[src/rtl/ps2_mouse_pkg.sv]
package ps2_mouse_pkg;

  localparam logic [7:0] BYTE_ACK       = 8'hFA;
  localparam logic [7:0] DEV_IDENT      = 8'h00;

  localparam logic [7:0] OP_SCALE_LIN   = 8'hE6;
  localparam logic [7:0] OP_SET_RES     = 8'hE8;
  localparam logic [7:0] OP_REPORT      = 8'hE9;
  localparam logic [7:0] OP_IDENT       = 8'hF2;
  localparam logic [7:0] OP_SET_RATE    = 8'hF3;
  localparam logic [7:0] OP_STREAM_ON   = 8'hF4;
  localparam logic [7:0] OP_STREAM_OFF  = 8'hF5;
  localparam logic [7:0] OP_DEFAULTS    = 8'hF6;
  localparam logic [7:0] OP_RESET       = 8'hFF;

  localparam int SCALE_BIT  = 4;
  localparam int REPORT_BIT = 5;

  typedef enum logic [1:0] {
    ARG_NONE = 2'd0,
    ARG_RES  = 2'd1,
    ARG_RATE = 2'd2
  } arg_mode_e;

endpackage

[src/rtl/mouse_cmd_decode.sv]
module mouse_cmd_decode
  import ps2_mouse_pkg::*;
#(
  parameter int          DEPTH       = 4,
  parameter int          CNT_W       = 3,
  parameter logic [7:0]  RES_DEFAULT  = 8'h02,
  parameter logic [7:0]  RATE_DEFAULT = 8'd100
) (
  input  logic [7:0]                 in_byte,
  input  arg_mode_e                  arg_q,
  input  logic [7:0]                 status_q,
  input  logic [7:0]                 res_q,
  input  logic [7:0]                 rate_q,
  output logic [CNT_W-1:0]           burst_len,
  output logic [DEPTH-1:0][7:0]      burst_bytes,
  output arg_mode_e                  arg_d,
  output logic [7:0]                 status_d,
  output logic [7:0]                 res_d,
  output logic [7:0]                 rate_d
);

  always_comb begin
    burst_len      = CNT_W'(1);
    burst_bytes    = '0;
    burst_bytes[0] = BYTE_ACK;
    arg_d          = ARG_NONE;
    status_d       = status_q;
    res_d          = res_q;
    rate_d         = rate_q;

    if (arg_q == ARG_RES) begin
      res_d = in_byte;
    end else if (arg_q == ARG_RATE) begin
      rate_d = in_byte;
    end else begin
      case (in_byte)
        OP_SCALE_LIN:  status_d[SCALE_BIT] = 1'b0;
        OP_SET_RES:    arg_d = ARG_RES;
        OP_SET_RATE:   arg_d = ARG_RATE;
        OP_REPORT: begin
          burst_len      = CNT_W'(4);
          burst_bytes[1] = status_q;
          burst_bytes[2] = res_q;
          burst_bytes[3] = rate_q;
        end
        OP_IDENT: begin
          burst_len      = CNT_W'(2);
          burst_bytes[1] = DEV_IDENT;
        end
        OP_STREAM_ON:  status_d[REPORT_BIT] = 1'b1;
        OP_STREAM_OFF: status_d[REPORT_BIT] = 1'b0;
        OP_DEFAULTS, OP_RESET: begin
          status_d = 8'h00;
          res_d    = RES_DEFAULT;
          rate_d   = RATE_DEFAULT;
        end
        default: ;
      endcase
    end
  end

endmodule

[src/rtl/mouse_cfg_regs.sv]
module mouse_cfg_regs
  import ps2_mouse_pkg::*;
#(
  parameter logic [7:0] RES_DEFAULT  = 8'h02,
  parameter logic [7:0] RATE_DEFAULT = 8'd100
) (
  input  logic       clk,
  input  logic       rst_n,
  input  logic       upd_en,
  input  arg_mode_e  arg_d,
  input  logic [7:0] status_d,
  input  logic [7:0] res_d,
  input  logic [7:0] rate_d,
  output arg_mode_e  arg_q,
  output logic [7:0] status_q,
  output logic [7:0] res_q,
  output logic [7:0] rate_q
);

  always_ff @(posedge clk or negedge rst_n) begin
    if (!rst_n) begin
      arg_q    <= ARG_NONE;
      status_q <= 8'h00;
      res_q    <= RES_DEFAULT;
      rate_q   <= RATE_DEFAULT;
    end else if (upd_en) begin
      arg_q    <= arg_d;
      status_q <= status_d;
      res_q    <= res_d;
      rate_q   <= rate_d;
    end
  end

  AST_ARG_LEGAL: assert property (@(posedge clk) disable iff (!rst_n)
    arg_q != 2'd3) else $error("illegal parameter-wait state");

endmodule

[src/rtl/mouse_rsp_seq.sv]
module mouse_rsp_seq #(
  parameter int DEPTH = 4,
  parameter int CNT_W = 3
) (
  input  logic                  clk,
  input  logic                  rst_n,
  input  logic                  load,
  input  logic [CNT_W-1:0]      load_len,
  input  logic [DEPTH-1:0][7:0] load_bytes,
  input  logic                  pop,
  output logic [7:0]            head_byte,
  output logic                  busy
);

  logic [DEPTH-1:0][7:0] slot_q;
  logic [DEPTH-1:0][7:0] slot_d;
  logic [CNT_W-1:0]      cnt_q;
  logic [CNT_W-1:0]      cnt_d;

  for (genvar i = 0; i < DEPTH; i++) begin : g_slot
    logic [7:0] shift_in;
    if (i == DEPTH - 1) begin : g_last
      assign shift_in = 8'h00;
    end else begin : g_mid
      assign shift_in = slot_q[i+1];
    end

    always_comb begin
      if (load)      slot_d[i] = load_bytes[i];
      else if (pop)  slot_d[i] = shift_in;
      else           slot_d[i] = slot_q[i];
    end

    always_ff @(posedge clk or negedge rst_n) begin
      if (!rst_n) slot_q[i] <= 8'h00;
      else        slot_q[i] <= slot_d[i];
    end
  end

  always_comb begin
    if (load)      cnt_d = load_len;
    else if (pop)  cnt_d = cnt_q - CNT_W'(1);
    else           cnt_d = cnt_q;
  end

  always_ff @(posedge clk or negedge rst_n) begin
    if (!rst_n) cnt_q <= '0;
    else        cnt_q <= cnt_d;
  end

  assign busy      = (cnt_q != '0);
  assign head_byte = slot_q[0];

  AST_CNT_BOUND: assert property (@(posedge clk) disable iff (!rst_n)
    cnt_q <= CNT_W'(DEPTH)) else $error("burst count out of range");
  AST_LOAD_WHEN_IDLE: assert property (@(posedge clk) disable iff (!rst_n)
    load |-> !busy) else $error("burst loaded over pending bytes");
  AST_POP_ONE: assert property (@(posedge clk) disable iff (!rst_n)
    (pop && !load) |=> cnt_q == $past(cnt_q) - CNT_W'(1)) else $error("pop did not retire one byte");

endmodule

[src/rtl/ps2_mouse_responder.sv]
module ps2_mouse_responder
  import ps2_mouse_pkg::*;
#(
  parameter int         RSP_DEPTH    = 4,
  parameter logic [7:0] RES_DEFAULT  = 8'h02,
  parameter logic [7:0] RATE_DEFAULT = 8'd100
) (
  input  logic       clk,
  input  logic       rst_n,
  input  logic       cmd_valid,
  output logic       cmd_ready,
  input  logic [7:0] cmd_byte,
  output logic       rsp_valid,
  input  logic       rsp_ready,
  output logic [7:0] rsp_byte
);

  localparam int CNT_W = $clog2(RSP_DEPTH + 1);

  logic                      rst_meta_q;
  logic                      rst_sync_n;
  logic                      take;
  logic                      busy;
  logic [CNT_W-1:0]          burst_len;
  logic [RSP_DEPTH-1:0][7:0] burst_bytes;
  arg_mode_e                 arg_q;
  arg_mode_e                 arg_d;
  logic [7:0]                status_q, status_d;
  logic [7:0]                res_q, res_d;
  logic [7:0]                rate_q, rate_d;

  always_ff @(posedge clk or negedge rst_n) begin
    if (!rst_n) begin
      rst_meta_q <= 1'b0;
      rst_sync_n <= 1'b0;
    end else begin
      rst_meta_q <= 1'b1;
      rst_sync_n <= rst_meta_q;
    end
  end

  assign cmd_ready = !busy;
  assign take      = cmd_valid && cmd_ready;
  assign rsp_valid = busy;

  mouse_cmd_decode #(
    .DEPTH        (RSP_DEPTH),
    .CNT_W        (CNT_W),
    .RES_DEFAULT  (RES_DEFAULT),
    .RATE_DEFAULT (RATE_DEFAULT)
  ) u_decode (
    .in_byte     (cmd_byte),
    .arg_q       (arg_q),
    .status_q    (status_q),
    .res_q       (res_q),
    .rate_q      (rate_q),
    .burst_len   (burst_len),
    .burst_bytes (burst_bytes),
    .arg_d       (arg_d),
    .status_d    (status_d),
    .res_d       (res_d),
    .rate_d      (rate_d)
  );

  mouse_cfg_regs #(
    .RES_DEFAULT  (RES_DEFAULT),
    .RATE_DEFAULT (RATE_DEFAULT)
  ) u_cfg (
    .clk      (clk),
    .rst_n    (rst_sync_n),
    .upd_en   (take),
    .arg_d    (arg_d),
    .status_d (status_d),
    .res_d    (res_d),
    .rate_d   (rate_d),
    .arg_q    (arg_q),
    .status_q (status_q),
    .res_q    (res_q),
    .rate_q   (rate_q)
  );

  mouse_rsp_seq #(
    .DEPTH (RSP_DEPTH),
    .CNT_W (CNT_W)
  ) u_seq (
    .clk        (clk),
    .rst_n      (rst_sync_n),
    .load       (take),
    .load_len   (burst_len),
    .load_bytes (burst_bytes),
    .pop        (rsp_valid && rsp_ready),
    .head_byte  (rsp_byte),
    .busy       (busy)
  );

  AST_ACK_LEADS: assert property (@(posedge clk) disable iff (!rst_sync_n)
    take |=> (rsp_valid && rsp_byte == BYTE_ACK)) else $error("burst does not open with ack");
  AST_HOLD_UNDER_STALL: assert property (@(posedge clk) disable iff (!rst_sync_n)
    (rsp_valid && !rsp_ready) |=> (rsp_valid && $stable(rsp_byte))) else $error("response changed while stalled");
  AST_NO_TAKE_BUSY: assert property (@(posedge clk) disable iff (!rst_sync_n)
    rsp_valid |-> !cmd_ready) else $error("command port open during burst");
  AST_DEFAULTS_APPLIED: assert property (@(posedge clk) disable iff (!rst_sync_n)
    (take && arg_q == ARG_NONE && (cmd_byte == OP_DEFAULTS || cmd_byte == OP_RESET))
      |=> (status_q == 8'h00 && res_q == RES_DEFAULT && rate_q == RATE_DEFAULT)) else $error("defaults not restored");
  AST_RES_STORED: assert property (@(posedge clk) disable iff (!rst_sync_n)
    (take && arg_q == ARG_RES) |=> (res_q == $past(cmd_byte) && arg_q == ARG_NONE)) else $error("resolution parameter lost");
  AST_RATE_STORED: assert property (@(posedge clk) disable iff (!rst_sync_n)
    (take && arg_q == ARG_RATE) |=> (rate_q == $past(cmd_byte) && arg_q == ARG_NONE)) else $error("rate parameter lost");

endmodule

[config.mk]
export PLATFORM = sky130hd
export DESIGN_NAME = ps2_mouse_responder
export DESIGN_NICKNAME = d
export VERILOG_FILES = /design/src/rtl/ps2_mouse_pkg.sv /design/src/rtl/mouse_cmd_decode.sv /design/src/rtl/mouse_cfg_regs.sv /design/src/rtl/mouse_rsp_seq.sv /design/src/rtl/ps2_mouse_responder.sv
export SDC_FILE = /design/constraint.sdc
export NUM_CORES = 1
export LEC_CHECK = 0
export ABC_CLOCK_PERIOD_IN_PS = 4000
export BUFFER_PORTS_ARGS = -buffer_cell sky130_fd_sc_hd__buf_2
export CAP_MARGIN = 15
export CORE_ASPECT_RATIO = 2
export CORE_MARGIN = 1.5
export CORE_UTILIZATION = 62
export DETAILED_ROUTE_END_ITERATION = 12
export GPL_ROUTABILITY_DRIVEN = 0
export PLACE_DENSITY = 0.83
export SYNTH_ARGS = -nofsm -noshare
export SYNTH_HDL_FRONTEND = slang
export SYNTH_SLANG_ARGS = --single-unit
[constraint.sdc]
create_clock -name clk -period 4 [get_ports clk]
set_input_delay 0.4 -clock clk [delete_from_list [all_inputs] [get_ports clk]]
set_output_delay 0.4 -clock clk [all_outputs]
set_load 0.01 [all_outputs]
==> metrics.cfg, run 1 <==
[run_status]
outcome=complete, no violations

[critical_path]
cp_cell_sequence=inv_1 > ha_1 > nand2b_4 > nand2_1 > nand2_1 > o221ai_1
cp.arrival_ps=2230
critPathTopFamily=simple AND/OR/NAND/NOR gates
start_kind=flop
cp_common_cell=nand2_1
path_buf_inv=1
end_kind=flop
cp_data_required_time_ps=4220
path_class=reg -> reg
cpMaxStageDelayCell=nand2_1
crit_path_max_fanout=18
critPathMaxStageDelay_ps=420

[floorplanning]
die_area_mm2=0.004311
ios=22
die_w_um=47.19
num_rows=32
coreArea_mm2=0.003804
initial_core_util_pct=63.65
die_h_um=91.37

[logic_synthesis]
synth_area_leaders=dfrtp_1 (54%), a22o_1 (10%), dfstp_2 (4.3%)
postSynth.asyncResetShare_pct=100.0
ys_types=37
avgSynthCellArea_um2=11.75
yosys_warnings=0
synth-edff-count=0
netlist_instances=206
yosysMostFrequentCell=dfrtp_1
yosys_register_bits=56
synth_area_mm2=0.002421
synth_top_area_cell=dfrtp_1
synth_flop_cell=dfrtp_1
synth.top_cell.area_share_pct=53.75
ys_top_cells_by_count=dfrtp_1 (52), a22o_1 (29), nand2_1 (23)
syn_nets=222
ys_seq_area_share_pct=58.09

[cts]
ctsHtreeMaxLevel=2
ctsHoldBuffers=1
clockRootBuffer=clkbuf_8
clk_pin_slew_ps=100
cts_tree=done
post_cts_buffers=0
clock_path_buffers=2
clock_latency_ps=310
ctsResizeCount=0
cts_buffers=5
cts.sink_count=56

[cells_and_area]
area_growth_pct=9.251
final_core_util_pct=69.54
n_antenna_cell=0
layout-drive-gt1-share_pct=19.47
layout.nets=241

[detailed_routing]
drtIter0Drc=69
drt_wl_total_um=4718
vias=1659
vias_per_cell=5.989
first_pass_iters=4
antenna_left=0
drt_drc_violations_left=0
drt-wirelength-per-cell_um=17.03

[power_and_ir_drop]
power.leakage_uw=0.001243
seqPwrFrac_pct=49.5
intPower_uw=1080
p_switching_uw=527.1
power_uw=1607
power_density_mw_per_mm2=607.7
p_comb_share_pct=30.3
p_clk_share_pct=20.1
irDropWorstVdd_mv=0.3970
swShare_pct=32.79

[global_route]
gr-usage-all-layers_pct=26.01
grt_overflow=0
grt_pass1_vias=1662
grt_pass1_wl_um=8100
grt_max_degree=55
antenna_found_initial=0

[sta]
min_period_ps=2009
hold_viol=0
worst_pin_slew_ps=944.2
fmax_ghz=0.4978
fin_ws_ps=1991
clock_skew_ps=9.202
timing.final.crit_share_pct=50.22
fin_tns_setup_ps=0
slew_violations=0
rsz0062_at_grt=no
relSlewSlack_pct=36.89
final-setup-viol-count=0

[placed_design]
dp_hpwl_um=3343
port_buffers=21
place_ws_ps=2016

[run]
maxCapViolCount=0

[worst_hold_path]
holdCritPathClass=reg -> async

layout make-up:
type	count	area (µm²)
inverter	7	26.28
clock inverter	2	15.01
multi-input combinational	131	907.1
clock buffer	6	82.58
fill	304	1159
sequential	56	1408
tap	51	63.81
timing repair buffer	24	142.6
power by group through the flow:
stage                     combinational [µW]  sequential (µW)  clock [µW]
after global routing                     546              815         353
after detailed placement                 480              812           0
after global placement                   466              808           0
final                                    488              796         324
after CTS                                484              803         327
after floorplan                          360              810           0
per-layer routing:
metal / global-route usage (%) / vias to the layer above / routed length [µm]
li1: - / 785 / -
met1: 34.69 / 822 / 1899
met2: 41.10 / 45 / 2562
met3: 3.976 / 7 / 170
met4: 10.19 / 0 / 86
met5: 0 / - / 0
kinds of logic after synthesis:
logic type               share of synthesized area, %
AO/OA/AOI/OAI                                   21.14
XOR/XNOR                                       0.3618
adder cells (fa/ha/maj)                         2.067
buffers and inverters                           4.444
flip-flops                                      58.09
other                                          0.1549
AND/OR/NAND/NOR                                 13.75
layout by cell type, fill, tap and decap left out, drive strengths merged, types with 2 or more instances in the layout:
master / n
clkinvlp: 2
and2: 5
o22a: 3
a21oi: 4
a22o: 29
nor2: 4
dfstp: 4
o21ai: 13
ha: 4
nand3: 16
buf: 23
a2bb2oi: 9
nand2: 23
and4: 2
dfrtp: 52
nand4: 2
inv: 7
nor2b: 3
clkbuf: 6
flip-flops by register name, indices dropped and copies added (netlist names):
| register | count |
|---|---|
| u_seq.head_byte | 8 |
| u_cfg.rate_q | 8 |
| u_cfg.res_q | 8 |
| u_seq.g_slot.shift_in | 24 |
| u_seq.cnt_q | 3 |
| u_cfg.status_q | 1 |
| u_cfg.arg_q | 2 |
| rst_meta_q | 1 |
| rst_sync_n | 1 |
through the flow:
stage | hold WS (ps) | cells | area [µm²]
6_report | 170.7 | 277 | 2645
5_1_grt | 198.9 | 277 | 2645
4_1_cts | 337.1 | 276 | 2625
3_5_place_dp | 188.7 | 267 | 2517
3_3_place_gp | 186.2 | 267 | 2517
2_1_floorplan | 104.4 | 206 | 2421
final timing paths:
path / endpoint / startpoint / slack (ps) / depth (start not counted)
setup reg to reg: u_seq.cnt_q[1] / u_seq.cnt_q[0] / 1990 / 6
max in group asynchronous: u_cfg.res_q[1] / rst_sync_n / 3250 / 1
hold / removal: u_cfg.rate_q[7] / rst_sync_n / 170 / 0
min in group clk: u_cfg.rate_q[6] / cmd_byte[6] / 340 / 2
setup / recovery: u_seq.cnt_q[1] / u_seq.cnt_q[0] / 1990 / 6
hold reg to reg: u_cfg.rate_q[7] / rst_sync_n / 170 / 0
Note: power is estimated with default switching activity, not from simulation.
==> run 2, diff against run 1 <==
--- a/config.mk
+++ b/config.mk
@@ -5,15 +5,15 @@
 export SDC_FILE = /design/constraint.sdc
 export NUM_CORES = 1
 export LEC_CHECK = 0
-export ABC_CLOCK_PERIOD_IN_PS = 4000
+export ABC_CLOCK_PERIOD_IN_PS = 1800
 export BUFFER_PORTS_ARGS = -buffer_cell sky130_fd_sc_hd__buf_2
 export CAP_MARGIN = 15
 export CORE_ASPECT_RATIO = 2
 export CORE_MARGIN = 1.5
-export CORE_UTILIZATION = 62
+export CORE_UTILIZATION = 52
 export DETAILED_ROUTE_END_ITERATION = 12
 export GPL_ROUTABILITY_DRIVEN = 0
-export PLACE_DENSITY = 0.83
+export PLACE_DENSITY = 0.74
 export SYNTH_ARGS = -nofsm -noshare
 export SYNTH_HDL_FRONTEND = slang
 export SYNTH_SLANG_ARGS = --single-unit
==> constraint.sdc (replaced) <==
create_clock -name clk -period 1.8 [get_ports clk]
set_input_delay 0.18 -clock clk [delete_from_list [all_inputs] [get_ports clk]]
set_output_delay 0.18 -clock clk [all_outputs]
set_load 0.01 [all_outputs]
==> run 2 against run 1 <==
First-iteration DRC count decreased by 42%; critical path type unchanged; clock power increased by 120%; total power increased by 130%; worst setup slack got worse by 1900 ps; sequential power increased by 120%.
==> metrics.cfg, run 2 (synthesis results as in run 1) <==
[run_status]
outcome=complete, no violations  ; unchanged

[critical_path]
path_class=reg -> reg  ; unchanged
cp-endpoint=u_seq.cnt_q[0]  ; was u_seq.cnt_q[1]
cp.arrival_ps=1930  ; was 2230 ps
reg2reg_depth=6  ; unchanged
r2r-end=u_seq.cnt_q[0]  ; was u_seq.cnt_q[1]
cp_data_required_time_ps=2010  ; was 4220 ps
reg2reg_from=u_seq.cnt_q[0]  ; unchanged
timing.reg2reg.setup_slack_ps=80  ; was 1990 ps
crit_path_max_fanout=4  ; was 18
end_kind=flop  ; unchanged
worstSetupStartpoint=u_seq.cnt_q[0]  ; unchanged
start_kind=flop  ; unchanged

[sta]
clock_skew_ps=4.709  ; was 9.202 ps
slew_violations=0  ; unchanged
fmax_ghz=0.5813  ; was 0.4978 GHz
hold_viol=0  ; unchanged
min_period_ps=1720  ; was 2009 ps
fin_ws_ps=79.69  ; was 1991 ps
fin_tns_setup_ps=0  ; unchanged
final-setup-viol-count=0  ; unchanged
timing.final.crit_share_pct=95.57  ; was 50.22%
hold_ws_ps=127.3  ; was 170.7 ps

[floorplanning]
num_rows=35  ; was 32
coreArea_mm2=0.004554  ; was 0.003804 mm²
ios=22  ; unchanged
die_area_mm2=0.005099  ; was 0.004311 mm²
initial_core_util_pct=53.16  ; was 63.65%
die_h_um=99.50  ; was 91.37 µm
die_w_um=51.25  ; was 47.19 µm

[detailed_routing]
top_layer=met4  ; unchanged
drt_drc_violations_left=0  ; unchanged
antenna_left=0  ; unchanged
drt_wl_total_um=4867  ; was 4718 µm
met3_length_um=145  ; was 170 µm
drt-met1-wl_um=1988  ; was 1899 µm
drt-wirelength-per-cell_um=16.96  ; was 17.03 µm
first_pass_iters=4  ; unchanged
vias_per_cell=5.889  ; was 5.989
met2_length_um=2604  ; was 2562 µm
drtIter0Drc=40  ; was 69
vias=1690  ; was 1659

[global_route]
grt_overflow=0  ; unchanged
gr-usage-all-layers_pct=21.56  ; was 26.01%
grt_pass1_vias=1515  ; was 1662
grt_max_degree=34  ; was 55
grt_pass1_wl_um=8052  ; was 8100 µm
antenna_found_initial=0  ; unchanged

[cells_and_area]
ff_latch_area_mm2=0.001408  ; unchanged
area_growth_pct=11.78  ; was 9.251%
largest_reg_flops=24  ; unchanged
n_antenna_cell=0  ; unchanged
multi_input_area_um2=909.6  ; was 907.1 µm²
layout-drive-gt1-share_pct=21.55  ; was 19.47%
instances_no_fill=287  ; was 277
final_cell_mix=dfrtp_1 (51), a22o_1 (29), nand2_1 (23), buf_2 (21), nand3_1 (16)  ; unchanged
layout.nets=247  ; was 241
fill_cells=410  ; was 304
final_common_cell=dfrtp_1  ; unchanged
final_area_mm2=0.002706  ; was 0.002645 mm²

[power_and_ir_drop]
power.leakage_uw=0.001278  ; was 0.001243 µW
irDropWorstVdd_mv=0.8411  ; was 0.3970 mV
power_density_mw_per_mm2=1354  ; was 607.7 mW/mm²

[cts]
clk_pin_slew_ps=90  ; was 100 ps
ctsHtreeMaxLevel=2  ; unchanged
clockRootBuffer=clkbuf_8  ; unchanged
cts.sink_count=56  ; unchanged
clock_path_buffers=2  ; unchanged
cts_buffers=5  ; unchanged
clock_latency_ps=310  ; about the same
cts_tree=done  ; unchanged

[worst_hold_path]
holdCritPathClass=in -> reg  ; was reg -> async
hold_depth=2

[placed_design]
dp_hpwl_um=3480  ; was 3343 µm
numPlacedInstances=276  ; was 267
port_buffers=21  ; unchanged
dpl_cell_area_mm2=0.002572  ; was 0.002517 mm²
place_ws_ps=91.84  ; was 2016 ps

[run]
maxCapViolCount=0  ; unchanged

[run 2: cell type report]
| cell class | instances | share of cell area (%) |
|---|---|---|
| Inverter | 7 | 0.9709 |
| Clock buffer | 7 | 3.190 |
| Multi-Input combinational cell | 131 | 33.61 |
| Clock inverter | 1 | 0.2774 |
| Timing Repair Buffer | 30 | 7.397 |
| Tap cell | 55 | 2.543 |
| Sequential cell | 56 | 52.01 |
[run 2: worst min-delay path by stage]
stage	from	endpoint	slack, ps
floorplan	rst_n	rst_meta_q	-120
global placement	rst_n	rst_meta_q	-30
detailed placement	rst_n	rst_meta_q	-30
CTS	cmd_byte[7]	u_cfg.rate_q[7]	130
global route	cmd_byte[7]	u_cfg.rate_q[7]	150
finish	cmd_byte[6]	u_cfg.rate_q[6]	130
[run 2: layer usage]
metal | vias up | GRT usage (%)
met2 | 37 | 35.56
met4 | 0 | 9.109
met1 | 843 | 27.78
li1 | 802 | -
met3 | 8 | 3.604
met5 | - | 0
[run 2: repair_timing]
action,in CTS,in global routing
gates resized for setup,0,1
hold endpoints to repair,2,0
setup endpoints to repair,0,23
hold buffers,1,0
setup buffers,0,2
[run 2: per-stage QoR]
stage | power (µW) | utilization [%]
2_1_floorplan | 2599 | -
3_3_place_gp | 2872 | 56.48
3_5_place_dp | 2909 | 56.48
4_1_cts | 3625 | 58.76
5_1_grt | 3889 | 59.42
6_report | 3664 | 59.42
[run 2: report_power, final]
part           switching (µW)  total (µW)  internal (µW)
combinational             603        1170            569
sequential                185        1770           1590
clock                     406         719            314
[run 2: worst max-delay path, stage by stage, from the launching register on]
cell and delay [ps]:
dfrtp_1 390, inv_1 110, ha_2 250, and4bb_4 280, and2_1 170, nand4_1 140, a32o_1 270
==> run 3, diff against run 2 <==
--- a/config.mk
+++ b/config.mk
@@ -5,15 +5,16 @@
 export SDC_FILE = /design/constraint.sdc
 export NUM_CORES = 1
 export LEC_CHECK = 0
+export ABC_AREA = 1
 export ABC_CLOCK_PERIOD_IN_PS = 1800
 export BUFFER_PORTS_ARGS = -buffer_cell sky130_fd_sc_hd__buf_2
 export CAP_MARGIN = 15
-export CORE_ASPECT_RATIO = 2
 export CORE_MARGIN = 1.5
-export CORE_UTILIZATION = 52
+export CORE_UTILIZATION = 53
 export DETAILED_ROUTE_END_ITERATION = 12
 export GPL_ROUTABILITY_DRIVEN = 0
-export PLACE_DENSITY = 0.74
+export PLACE_DENSITY = 0.75
+export SLEW_MARGIN = 0
 export SYNTH_ARGS = -nofsm -noshare
 export SYNTH_HDL_FRONTEND = slang
 export SYNTH_SLANG_ARGS = --single-unit
==> run 3 against run 2 <==
Utilization grew 3.1 points; sequential share of layout area shrank 4.7 points; final area up 9.8%; synthesized cell count is 47% higher; cell count up 38%; first-iteration DRC count up 90%; synthesized area up 8.9%; fmax increased by 3.8%; via count up 23%; non-clock buffer count decreased by 1; worst setup slack better by 63 ps; die area up 6.0%; largest power group unchanged.
==> metrics.cfg, run 3 <==
[run_status]
outcome=complete, no violations  ; unchanged

[sta]
min_period_ps=1657  ; was 1720 ps
fmax_ghz=0.6034  ; was 0.5813 GHz
hold_viol=0  ; unchanged
fin_tns_setup_ps=0  ; unchanged
slew_violations=0  ; unchanged
final-setup-viol-count=0  ; unchanged
worst_pin_slew_ps=507.2
timing.final.crit_share_pct=92.07  ; was 95.57%
rsz0062_at_grt=no
relSlewSlack_pct=66.18
clock_skew_ps=9.423  ; was 4.709 ps
fin_ws_ps=142.7  ; was 79.69 ps

[logic_synthesis]
synth_flop_cell=dfrtp_1  ; unchanged
ys_top_cells_by_count=nand2_1 (90), dfrtp_1 (52), nand3_1 (32)  ; was dfrtp_1 (52), a22o_1 (29), nand2_1 (23)
synth_area_leaders=dfrtp_1 (49%), nand2_1 (13%), nand3_1 (6.1%)  ; was dfrtp_1 (54%), a22o_1 (10%), dfstp_2 (4.3%)
yosysMostFrequentCell=nand2_1  ; was dfrtp_1
synth_top_family_by_area=simple AND/OR/NAND/NOR gates  ; was compound AO/OA/AOI/OAI gates
synthSimpleGateAreaFrac_pct=30.90  ; was 13.75%
ys_seq_area_share_pct=53.35  ; was 58.09%
synth-compound-area-share_pct=7.024  ; was 21.14%
synth-edff-count=0  ; unchanged
yosys_warnings=0  ; unchanged
ys_types=29  ; was 37
synth_area_mm2=0.002636  ; was 0.002421 mm²
synth_mux_area_share_pct=0  ; unchanged
syn_nets=318  ; was 222
synthAdderAreaFrac_pct=1.898  ; was 2.067%
avgSynthCellArea_um2=8.729  ; was 11.75 µm²
yosys_register_bits=56  ; unchanged
netlist_instances=302  ; was 206
synth-xor-area-share_pct=0.3322  ; was 0.3618%
postSynth.asyncResetShare_pct=100.0  ; unchanged
synth.top_cell.area_share_pct=49.36  ; was 53.75%
synth_top_area_cell=dfrtp_1  ; unchanged

[cts]
ctsHtreeMaxLevel=2  ; unchanged
cts.sink_count=56  ; unchanged
clk_pin_slew_ps=100  ; was 90 ps
clock_path_buffers=2  ; unchanged
cts_buffers=5  ; unchanged
cts_tree=done  ; unchanged
clock_latency_ps=310  ; about the same
clockRootBuffer=clkbuf_8  ; unchanged

[power_and_ir_drop]
irDropWorstVdd_mv=0.6050  ; was 0.8411 mV
power_density_mw_per_mm2=1397  ; was 1354 mW/mm²
seqPwrFrac_pct=48.6  ; was 48.4%
intPower_uw=2704  ; was 2471 µW
power_uw=4152  ; was 3664 µW
swShare_pct=34.88  ; was 32.57%
p_comb_share_pct=30.6  ; was 32.0%
power.leakage_uw=0.001551  ; was 0.001278 µW
p_clk_share_pct=20.7  ; was 19.6%
p_switching_uw=1448  ; was 1193 µW

[detailed_routing]
drt_wl_total_um=5226  ; was 4867 µm
vias=2076  ; was 1690
drtIter0Drc=76  ; was 40
drt-met1-wl_um=2490  ; was 1988 µm
first_pass_iters=4  ; unchanged
antenna_left=0  ; unchanged
met3_length_um=192  ; was 145 µm
met2_length_um=2470  ; was 2604 µm
vias_per_cell=5.256  ; was 5.889
drt_drc_violations_left=0  ; unchanged
drt-wirelength-per-cell_um=13.23  ; was 16.96 µm
top_layer=met4  ; unchanged

[floorplanning]
num_rows=25  ; was 35
die_w_um=73.53  ; was 51.25 µm
coreArea_mm2=0.004755  ; was 0.004554 mm²
ios=22  ; unchanged
die_h_um=73.53  ; was 99.50 µm
die_area_mm2=0.005406  ; was 0.005099 mm²
initial_core_util_pct=55.45  ; was 53.16%

[critical_path]
crit_path_max_fanout=9  ; was 4
cp_common_cell=inv_1
critPathTopFamily=buffers and inverters  ; was simple AND/OR/NAND/NOR gates
timing.reg2reg.setup_slack_ps=160  ; was 80 ps
cp_cell_sequence=inv_1 > ha_1 > nand2_4 > buf_4 > inv_1 > buf_2  ; was inv_1 > ha_2 > and4bb_4 > and2_1 > nand4_1 > a32o_1
start_kind=flop  ; unchanged
cp_data_required_time_ps=1620  ; was 2010 ps
cpMaxStageDelayCell=dfrtp_1  ; unchanged
end_kind=output pin  ; was flop
path_class=reg -> out  ; was reg -> reg
cp.arrival_ps=1480  ; was 1930 ps
critPathMaxStageDelay_ps=410  ; was 390 ps
path_buf_inv=4  ; was 1

[cells_and_area]
area_growth_pct=12.77  ; was 11.78%
final_core_util_pct=62.53  ; was 59.42%
final_area_mm2=0.002973  ; was 0.002706 mm²
fill_cells=444  ; was 410
n_antenna_cell=0  ; unchanged
final_common_cell=nand2_1  ; was dfrtp_1
layout.nets=343  ; was 247
largest_reg_flops=24  ; unchanged
layout-drive-gt1-share_pct=19.51  ; was 21.55%
final_cell_mix=nand2_1 (90), dfrtp_1 (51), nand3_1 (32), o21ai_0 (23), buf_2 (21)  ; was dfrtp_1 (51), a22o_1 (29), nand2_1 (23), buf_2 (21), nand3_1 (16)

[placed_design]
port_buffers=21  ; unchanged
place_ws_ps=80.33  ; was 91.84 ps
dpl_cell_area_mm2=0.002808  ; was 0.002572 mm²
dp_hpwl_um=3630  ; was 3480 µm

[run]
maxCapViolCount=0  ; unchanged

[worst_hold_path]
holdCritPathClass=in -> reg  ; unchanged

[global_route]
grt_max_degree=34  ; unchanged
grt_pass1_vias=1980  ; was 1515
gr-usage-all-layers_pct=21.73  ; was 21.56%
grt_overflow=0  ; unchanged
antenna_found_initial=0  ; unchanged
grt_pass1_wl_um=9073  ; was 8052 µm

-- run 3: cell families (layout without fill, tap and decap cells) --
logic type | count (synthesis) | after routing
AND/OR/NAND/NOR | 171 | 172
other | 1 | 1
XOR/XNOR | 1 | 1
buffers and inverters | 33 | 58
AO/OA/AOI/OAI | 36 | 36
flip-flops | 56 | 56
adder cells (fa/ha/maj) | 4 | 4
-- run 3: path summary, 6_finish.rpt --
path | start | endpoint | depth (start not counted)
worst max-delay path | u_seq.cnt_q[0] | cmd_ready | 6
worst min-delay path | cmd_byte[4] | u_cfg.res_q[4] | 3
worst max register to register | u_cfg.arg_q[0] | u_seq.cnt_q[0] | 8
worst min register to register | rst_sync_n | u_seq.g_slot[0].shift_in[7] | 0
max in group asynchronous | rst_sync_n | u_cfg.res_q[1] | 1
min in group asynchronous | rst_n | rst_meta_q | 2
-- run 3: final cells by class --
| type | instances | area, µm² | share of cell area [%] |
|---|---|---|---|
| inverter | 21 | 78.83 | 2.652 |
| clock inverter | 2 | 38.79 | 1.305 |
| sequential | 56 | 1408 | 47.35 |
| multi-input combinational | 214 | 1076 | 36.20 |
| clock buffer | 6 | 82.58 | 2.778 |
| tap | 67 | 83.83 | 2.820 |
| timing repair buffer | 29 | 205.2 | 6.902 |
-- run 3: routing by layer --
metal | global-route usage [%] | up-vias
li1 | - | 1032
met1 | 28.75 | 991
met2 | 35.74 | 46
met3 | 4.390 | 7
met4 | 7.202 | 0
met5 | 0 | -
-- run 3: timing repair --
item	4_1_cts	5_1_grt
resized for setup	0	1
hold endpoints to repair	2	0
endpoints found under the setup margin	0	20
hold buffers	1	0
setup buffers	0	1
-- run 3: metrics by stage --
step / hold WS (ps) / std cells
after detailed placement: -32.11 / 384
final: 154.0 / 395
after global placement: -34.20 / 384
after floorplan: -115.6 / 302
after CTS: 152.0 / 393
after global routing: 159.0 / 395
-- run 3: power groups by stage --
stage	combinational (µW)	clock (µW)	sequential, µW
finish	1270	861	2020
global route	1480	925	2080
CTS	1260	879	2020
detailed placement	1250	0	2040
global placement	1210	0	2020
floorplan	872	0	2020
-- run 3: tightest hold or removal path, stage by stage --
cell and delay, ps:
buf_2 120, nand4_1 90, nand2_1 50
